**config.mk**
```make
export PLATFORM = sky130hd
export DESIGN_NAME = rs_parity_reencoder
export DESIGN_NICKNAME = d
export VERILOG_FILES = /design/src/rtl/rsre_pkg.sv /design/src/rtl/rsre_ctrl.sv /design/src/rtl/rsre_div_stage.sv /design/src/rtl/rsre_collect.sv /design/src/rtl/rs_parity_reencoder.sv
export SDC_FILE = /design/constraint.sdc
export NUM_CORES = 1
export LEC_CHECK = 0
export ABC_AREA = 0
export BUFFER_PORTS_ARGS = -buffer_cell sky130_fd_sc_hd__buf_4
export CAP_MARGIN = 20
export CORE_MARGIN = 4
export CORE_UTILIZATION = 61
export DETAILED_ROUTE_END_ITERATION = 8
export PLACE_DENSITY = 0.88
export SYNTH_ARGS = -nofsm -noshare
export SYNTH_HDL_FRONTEND = slang
export SYNTH_HIERARCHICAL = 1
export SYNTH_SLANG_ARGS = --single-unit
```
**constraint.sdc**
```tcl
create_clock -name clk -period 3.9 [get_ports clk]
set_clock_uncertainty 0.05 [all_clocks]
set_input_delay 0.78 -clock clk [delete_from_list [all_inputs] [get_ports clk]]
set_output_delay 0.78 -clock clk [all_outputs]
set_load 0.005 [all_outputs]
```
**src/rtl/rsre_pkg.sv**
```systemverilog
`timescale 1ns/1ps
package rsre_pkg;
  localparam int SYM_W = 6;
  localparam logic [SYM_W:0] FIELD_POLY = 7'b1000011;
  localparam int MAX_CHK = 8;

  typedef logic [SYM_W-1:0] sym_t;
  typedef sym_t [MAX_CHK:0] gpoly_t;

  // multiply by alpha, reduce by the field polynomial
  function automatic sym_t gf_xtime(sym_t a);
    logic [SYM_W:0] t;
    t = {a, 1'b0};
    if (t[SYM_W]) t = t ^ FIELD_POLY;
    return t[SYM_W-1:0];
  endfunction

  // shift-and-add field multiply
  function automatic sym_t gf_mul(sym_t a, sym_t b);
    sym_t acc;
    sym_t sh;
    acc = '0;
    sh  = a;
    for (int i = 0; i < SYM_W; i++) begin
      if (b[i]) acc = acc ^ sh;
      sh = gf_xtime(sh);
    end
    return acc;
  endfunction

  function automatic sym_t gf_alpha_pow(int e);
    sym_t v;
    v = sym_t'(1);
    for (int i = 0; i < e; i++) v = gf_xtime(v);
    return v;
  endfunction

  // product of (x + alpha^i) for i = 0 .. nchk-1, coefficient k at index k
  function automatic gpoly_t gen_poly(int nchk);
    gpoly_t c;
    sym_t   root;
    c    = '0;
    c[0] = sym_t'(1);
    for (int i = 0; i < nchk; i++) begin
      root = gf_alpha_pow(i);
      for (int k = MAX_CHK; k > 0; k--) c[k] = c[k-1] ^ gf_mul(c[k], root);
      c[0] = gf_mul(c[0], root);
    end
    return c;
  endfunction
endpackage

```
**src/rtl/rsre_ctrl.sv**
```systemverilog
`timescale 1ns/1ps
module rsre_ctrl #(
  parameter int NUM_INFO = 59,
  parameter int NUM_CHK  = 4,
  parameter int POS_W    = 6,
  parameter int IDX_W    = 2
) (
  input  logic             clk,
  input  logic             rst_n,
  input  logic             in_valid,
  input  logic             in_sof,
  output logic             info_beat,
  output logic             chk_beat,
  output logic             last_beat,
  output logic [IDX_W-1:0] chk_idx,
  output logic             busy,
  output logic [POS_W-1:0] pos
);
  localparam int WORD_LEN = NUM_INFO + NUM_CHK;

  logic [POS_W-1:0] pos_q;
  logic             busy_q;

  always_ff @(posedge clk or negedge rst_n) begin
    if (!rst_n) begin
      pos_q  <= '0;
      busy_q <= 1'b0;
    end else if (in_valid && in_sof) begin
      pos_q  <= POS_W'(1);
      busy_q <= 1'b1;
    end else if (in_valid && busy_q) begin
      if (pos_q == POS_W'(WORD_LEN - 1)) begin
        pos_q  <= '0;
        busy_q <= 1'b0;
      end else begin
        pos_q <= pos_q + 1'b1;
      end
    end
  end

  assign info_beat = in_valid & (in_sof | (busy_q & (pos_q < POS_W'(NUM_INFO))));
  assign chk_beat  = in_valid & ~in_sof & busy_q & (pos_q >= POS_W'(NUM_INFO));
  assign last_beat = chk_beat & (pos_q == POS_W'(WORD_LEN - 1));
  // check symbols arrive highest degree first: degree = WORD_LEN-1-pos
  assign chk_idx   = IDX_W'(POS_W'(WORD_LEN - 1) - pos_q);
  assign busy      = busy_q;
  assign pos       = pos_q;
endmodule

```
**src/rtl/rsre_div_stage.sv**
```systemverilog
`timescale 1ns/1ps
module rsre_div_stage
  import rsre_pkg::*;
#(
  parameter logic [rsre_pkg::SYM_W-1:0] COEF = '0
) (
  input  logic clk,
  input  logic rst_n,
  input  logic info_beat,
  input  logic chk_beat,
  input  sym_t fb,
  input  sym_t prev_in,
  output sym_t q
);
  always_ff @(posedge clk or negedge rst_n) begin
    if (!rst_n)         q <= '0;
    else if (info_beat) q <= prev_in ^ gf_mul(fb, COEF);
    else if (chk_beat)  q <= prev_in;   // plain shift toward the top stage
  end
endmodule

```
**src/rtl/rsre_collect.sv**
```systemverilog
`timescale 1ns/1ps
module rsre_collect
  import rsre_pkg::*;
#(
  parameter int NUM_CHK = 4,
  parameter int IDX_W   = 2
) (
  input  logic                     clk,
  input  logic                     rst_n,
  input  logic                     chk_beat,
  input  logic                     last_beat,
  input  logic [IDX_W-1:0]         chk_idx,
  input  sym_t                     chk_diff,
  output logic                     out_valid,
  output logic [NUM_CHK*SYM_W-1:0] chk_word,
  output logic                     out_clean
);
  sym_t                     stage_q [NUM_CHK];
  logic [NUM_CHK*SYM_W-1:0] nxt_word;

  for (genvar j = 0; j < NUM_CHK; j++) begin : g_slot
    always_ff @(posedge clk or negedge rst_n) begin
      if (!rst_n)                                      stage_q[j] <= '0;
      else if (chk_beat && (chk_idx == IDX_W'(j)))     stage_q[j] <= chk_diff;
    end
    assign nxt_word[j*SYM_W +: SYM_W] =
      (last_beat && (chk_idx == IDX_W'(j))) ? chk_diff : stage_q[j];
  end

  always_ff @(posedge clk or negedge rst_n) begin
    if (!rst_n) begin
      out_valid <= 1'b0;
      chk_word  <= '0;
      out_clean <= 1'b0;
    end else begin
      out_valid <= last_beat;
      if (last_beat) begin
        chk_word  <= nxt_word;
        out_clean <= (nxt_word == '0);
      end
    end
  end
endmodule

```
**src/rtl/rs_parity_reencoder.sv**
```systemverilog
`timescale 1ns/1ps
module rs_parity_reencoder
  import rsre_pkg::*;
#(
  parameter int NUM_INFO = 59,
  parameter int NUM_CHK  = 4
) (
  input  logic                               clk,
  input  logic                               rst_n,
  input  logic                               in_valid,
  input  logic                               in_sof,
  input  logic [rsre_pkg::SYM_W-1:0]         in_sym,
  output logic                               out_valid,
  output logic [NUM_CHK*rsre_pkg::SYM_W-1:0] chk_word,
  output logic                               out_clean
);
  localparam int     WORD_LEN = NUM_INFO + NUM_CHK;
  localparam int     POS_W    = $clog2(WORD_LEN + 1);
  localparam int     IDX_W    = (NUM_CHK > 1) ? $clog2(NUM_CHK) : 1;
  localparam gpoly_t GEN      = gen_poly(NUM_CHK);

  // internal events, named for the checker
  logic             info_beat;
  logic             chk_beat;
  logic             last_beat;
  logic [IDX_W-1:0] chk_idx;
  logic             busy_w;
  logic [POS_W-1:0] pos_w;
  sym_t             fb;
  sym_t             chk_diff;

  sym_t st     [NUM_CHK];
  sym_t st_eff [NUM_CHK];
  sym_t prev_v [NUM_CHK];

  rsre_ctrl #(
    .NUM_INFO(NUM_INFO), .NUM_CHK(NUM_CHK), .POS_W(POS_W), .IDX_W(IDX_W)
  ) u_ctrl (
    .clk(clk), .rst_n(rst_n), .in_valid(in_valid), .in_sof(in_sof),
    .info_beat(info_beat), .chk_beat(chk_beat), .last_beat(last_beat),
    .chk_idx(chk_idx), .busy(busy_w), .pos(pos_w)
  );

  // a start marker makes the divider see an all-zero state
  for (genvar j = 0; j < NUM_CHK; j++) begin : g_stage
    assign st_eff[j] = in_sof ? '0 : st[j];
    if (j == 0) begin : g_first
      assign prev_v[j] = '0;
    end else begin : g_rest
      assign prev_v[j] = st_eff[j-1];
    end
    rsre_div_stage #(.COEF(GEN[j])) u_stage (
      .clk(clk), .rst_n(rst_n), .info_beat(info_beat), .chk_beat(chk_beat),
      .fb(fb), .prev_in(prev_v[j]), .q(st[j])
    );
  end

  assign fb       = in_sym ^ st_eff[NUM_CHK-1];
  assign chk_diff = fb;   // during check beats: regenerated XOR received

  rsre_collect #(.NUM_CHK(NUM_CHK), .IDX_W(IDX_W)) u_collect (
    .clk(clk), .rst_n(rst_n), .chk_beat(chk_beat), .last_beat(last_beat),
    .chk_idx(chk_idx), .chk_diff(chk_diff),
    .out_valid(out_valid), .chk_word(chk_word), .out_clean(out_clean)
  );
endmodule

```
==> metrics.cfg <==
[yosys]
netlist_area_mm2 = 0.004810
synthCells = 450
avgSynthCellArea_um2 = 10.69
ys_warn_count = 6

[detailed_routing]
dr.pass1.iters = 5
totalWireLength_um = 10590
drt_iter0_markers = 317
drt-vias-per-instance = 5.938
wl_per_cell_um = 17.68
remaining_drc_errors = 0
antenna_left = 0
vias = 3557

[timing]
clock.fmax_mhz = 287.4
setup_viol = 0
timing.final.crit_share = 0.8922
tns_ns = 0
finalMaxSlewViolations = 0
tightest_slew_ns = 0.9719
hold_viol = 0
rsz0062_at_grt = no
relSlewSlack = 0.3489
min_period_ns = 3.479

[setup_path]
reg2reg_to = u_collect/out_clean
max_stage_delay_ns = 0.62
r2r_start = u_ctrl/pos[0]
cp_slowest_cell = dfrtp_1
crit_required_ns = 4.13
worstPathCellList = ha_1 -> o2111ai_1 -> nor3_2 -> and2_2 -> buf_4 -> nor2b_1 -> o21ai_0 -> a31oi_1 -> or4_1 -> o32ai_2
path_class = reg2reg
crit_path_start_kind = register
end_kind = register
critPathMaxFanout = 48
cp.arrival_ns = 3.70
path_delay_family = simple AND/OR/NAND/NOR gates
worstRegToRegCells = 10
cp_num_buf_inv = 1
r2r_slack_ns = 0.42

[cts]
cts_buffer_depth = 2
cts_max_level = 3
cts_tree = yes
holdBufCountCts = 0
root_buffer = clkbuf_8
cts_setup_buffers = 0
cts_sinks = 81
numCtsBuffers = 9
insertion_delay_ns = 0.36
cts-resized-gates = 0
cts.reportedPaths.clkPinSlew_ns = 0.09

[placement]
port_buffers = 35
place.gp.congestion = 0.8432
dp_hpwl_um = 6969

[finish]
fill_cells = 550
layout_commonest_cell = dfrtp_1
area_growth_pct = 14.44
layout_common_cells = dfrtp_1, buf_4, a21oi_1
layout-drive-gt1-share = 0.1891
diodes = 0
utilization = 0.7160
final_nets = 504

[global_route]
grtUsageTotal = 0.2348
antenna_found_initial = 0
overflow = 0
grt_max_degree = 82
grt_pass1_wl_um = 17970
grt_pass1_vias = 3606

[power_and_ir_drop]
total_leakage_power_uw = 0.002602
ir_worst_vdd_uv = 372.5
p_per_area_mw_per_mm2 = 587.3

[hold_path]
hold_class = in2async

[floorplanning]
rows = 32
boundaryPins = 36
fp.dieH_um = 96.80
core-area_mm2 = 0.007687
initial_utilization = 0.6257
die-area_mm2 = 0.009369
die_w_um = 96.80

[outcome]
status = complete, no violations

[job]
maxCapViolCount = 0

==> metal layers <==
| layer | GRT usage | part of all wire | vias up |
|---|---|---|---|
| met1 | 0.3193 | 0.44 | 1752 |
| li1 | - | - | 1664 |
| met2 | 0.3758 | 0.48 | 114 |
| met4 | 0.07991 | 0.024 | 0 |
| met5 | 0 | 0 | - |
| met3 | 0.05047 | 0.051 | 27 |
==> worst max-delay path by stage <==
stage / from / endpoint / slack (ns) / depth (start not counted)
after detailed placement: u_ctrl/pos[0] / u_collect/out_clean / 0.54 / 10
after global routing: u_ctrl/pos[0] / u_collect/out_clean / 0.28 / 9
after floorplan: in_sof / u_collect/out_clean / 0.38 / 9
after global placement: u_ctrl/pos[0] / u_collect/out_clean / 0.73 / 10
final: u_ctrl/pos[0] / u_collect/out_clean / 0.42 / 10
after CTS: u_ctrl/pos[0] / u_collect/out_clean / 0.52 / 10
==> sequential cells by signal, summed over array words and instances (netlist names) <==
signal               cells
g_stage.u_stage/q       24
u_collect/chk_word      24
u_collect/stage_q       24
u_ctrl/pos               6
u_collect/out_clean      1
u_collect/out_valid      1
u_ctrl/busy              1
==> per-stage QoR <==
step	hold slack, ns	worst slack [ns]	total power (uW)	instances	area [um^2]
global route	0.3504	0.2850	3436	599	5504
detailed placement	0.4575	0.5423	2516	582	5251
CTS	0.4807	0.5200	3242	598	5484
floorplan	0.4236	0.3773	2238	461	4851
finish	0.3197	0.4206	3233	599	5504
global placement	0.4476	0.7307	2461	582	5251
==> where the power goes <==
group          switching, uW  leakage, uW  internal (uW)  total, uW
logic                    682      0.00143            754       1440
clock network            344     0.000118            375        720
registers               95.8      0.00105            981       1080
==> cell type report <==
| type | instances | area, um^2 | share of cell area |
|---|---|---|---|
| flip-flops and latches | 81 | 2027 | 0.3683 |
| well taps | 102 | 127.6 | 0.02319 |
| inverters | 6 | 22.52 | 0.004092 |
| clock inverters | 7 | 108.9 | 0.01978 |
| clock buffers | 9 | 123.9 | 0.02251 |
| repair buffers | 49 | 380.4 | 0.06911 |
| multi-input cells | 345 | 2714 | 0.4931 |
(Power assumes the default switching activity.)
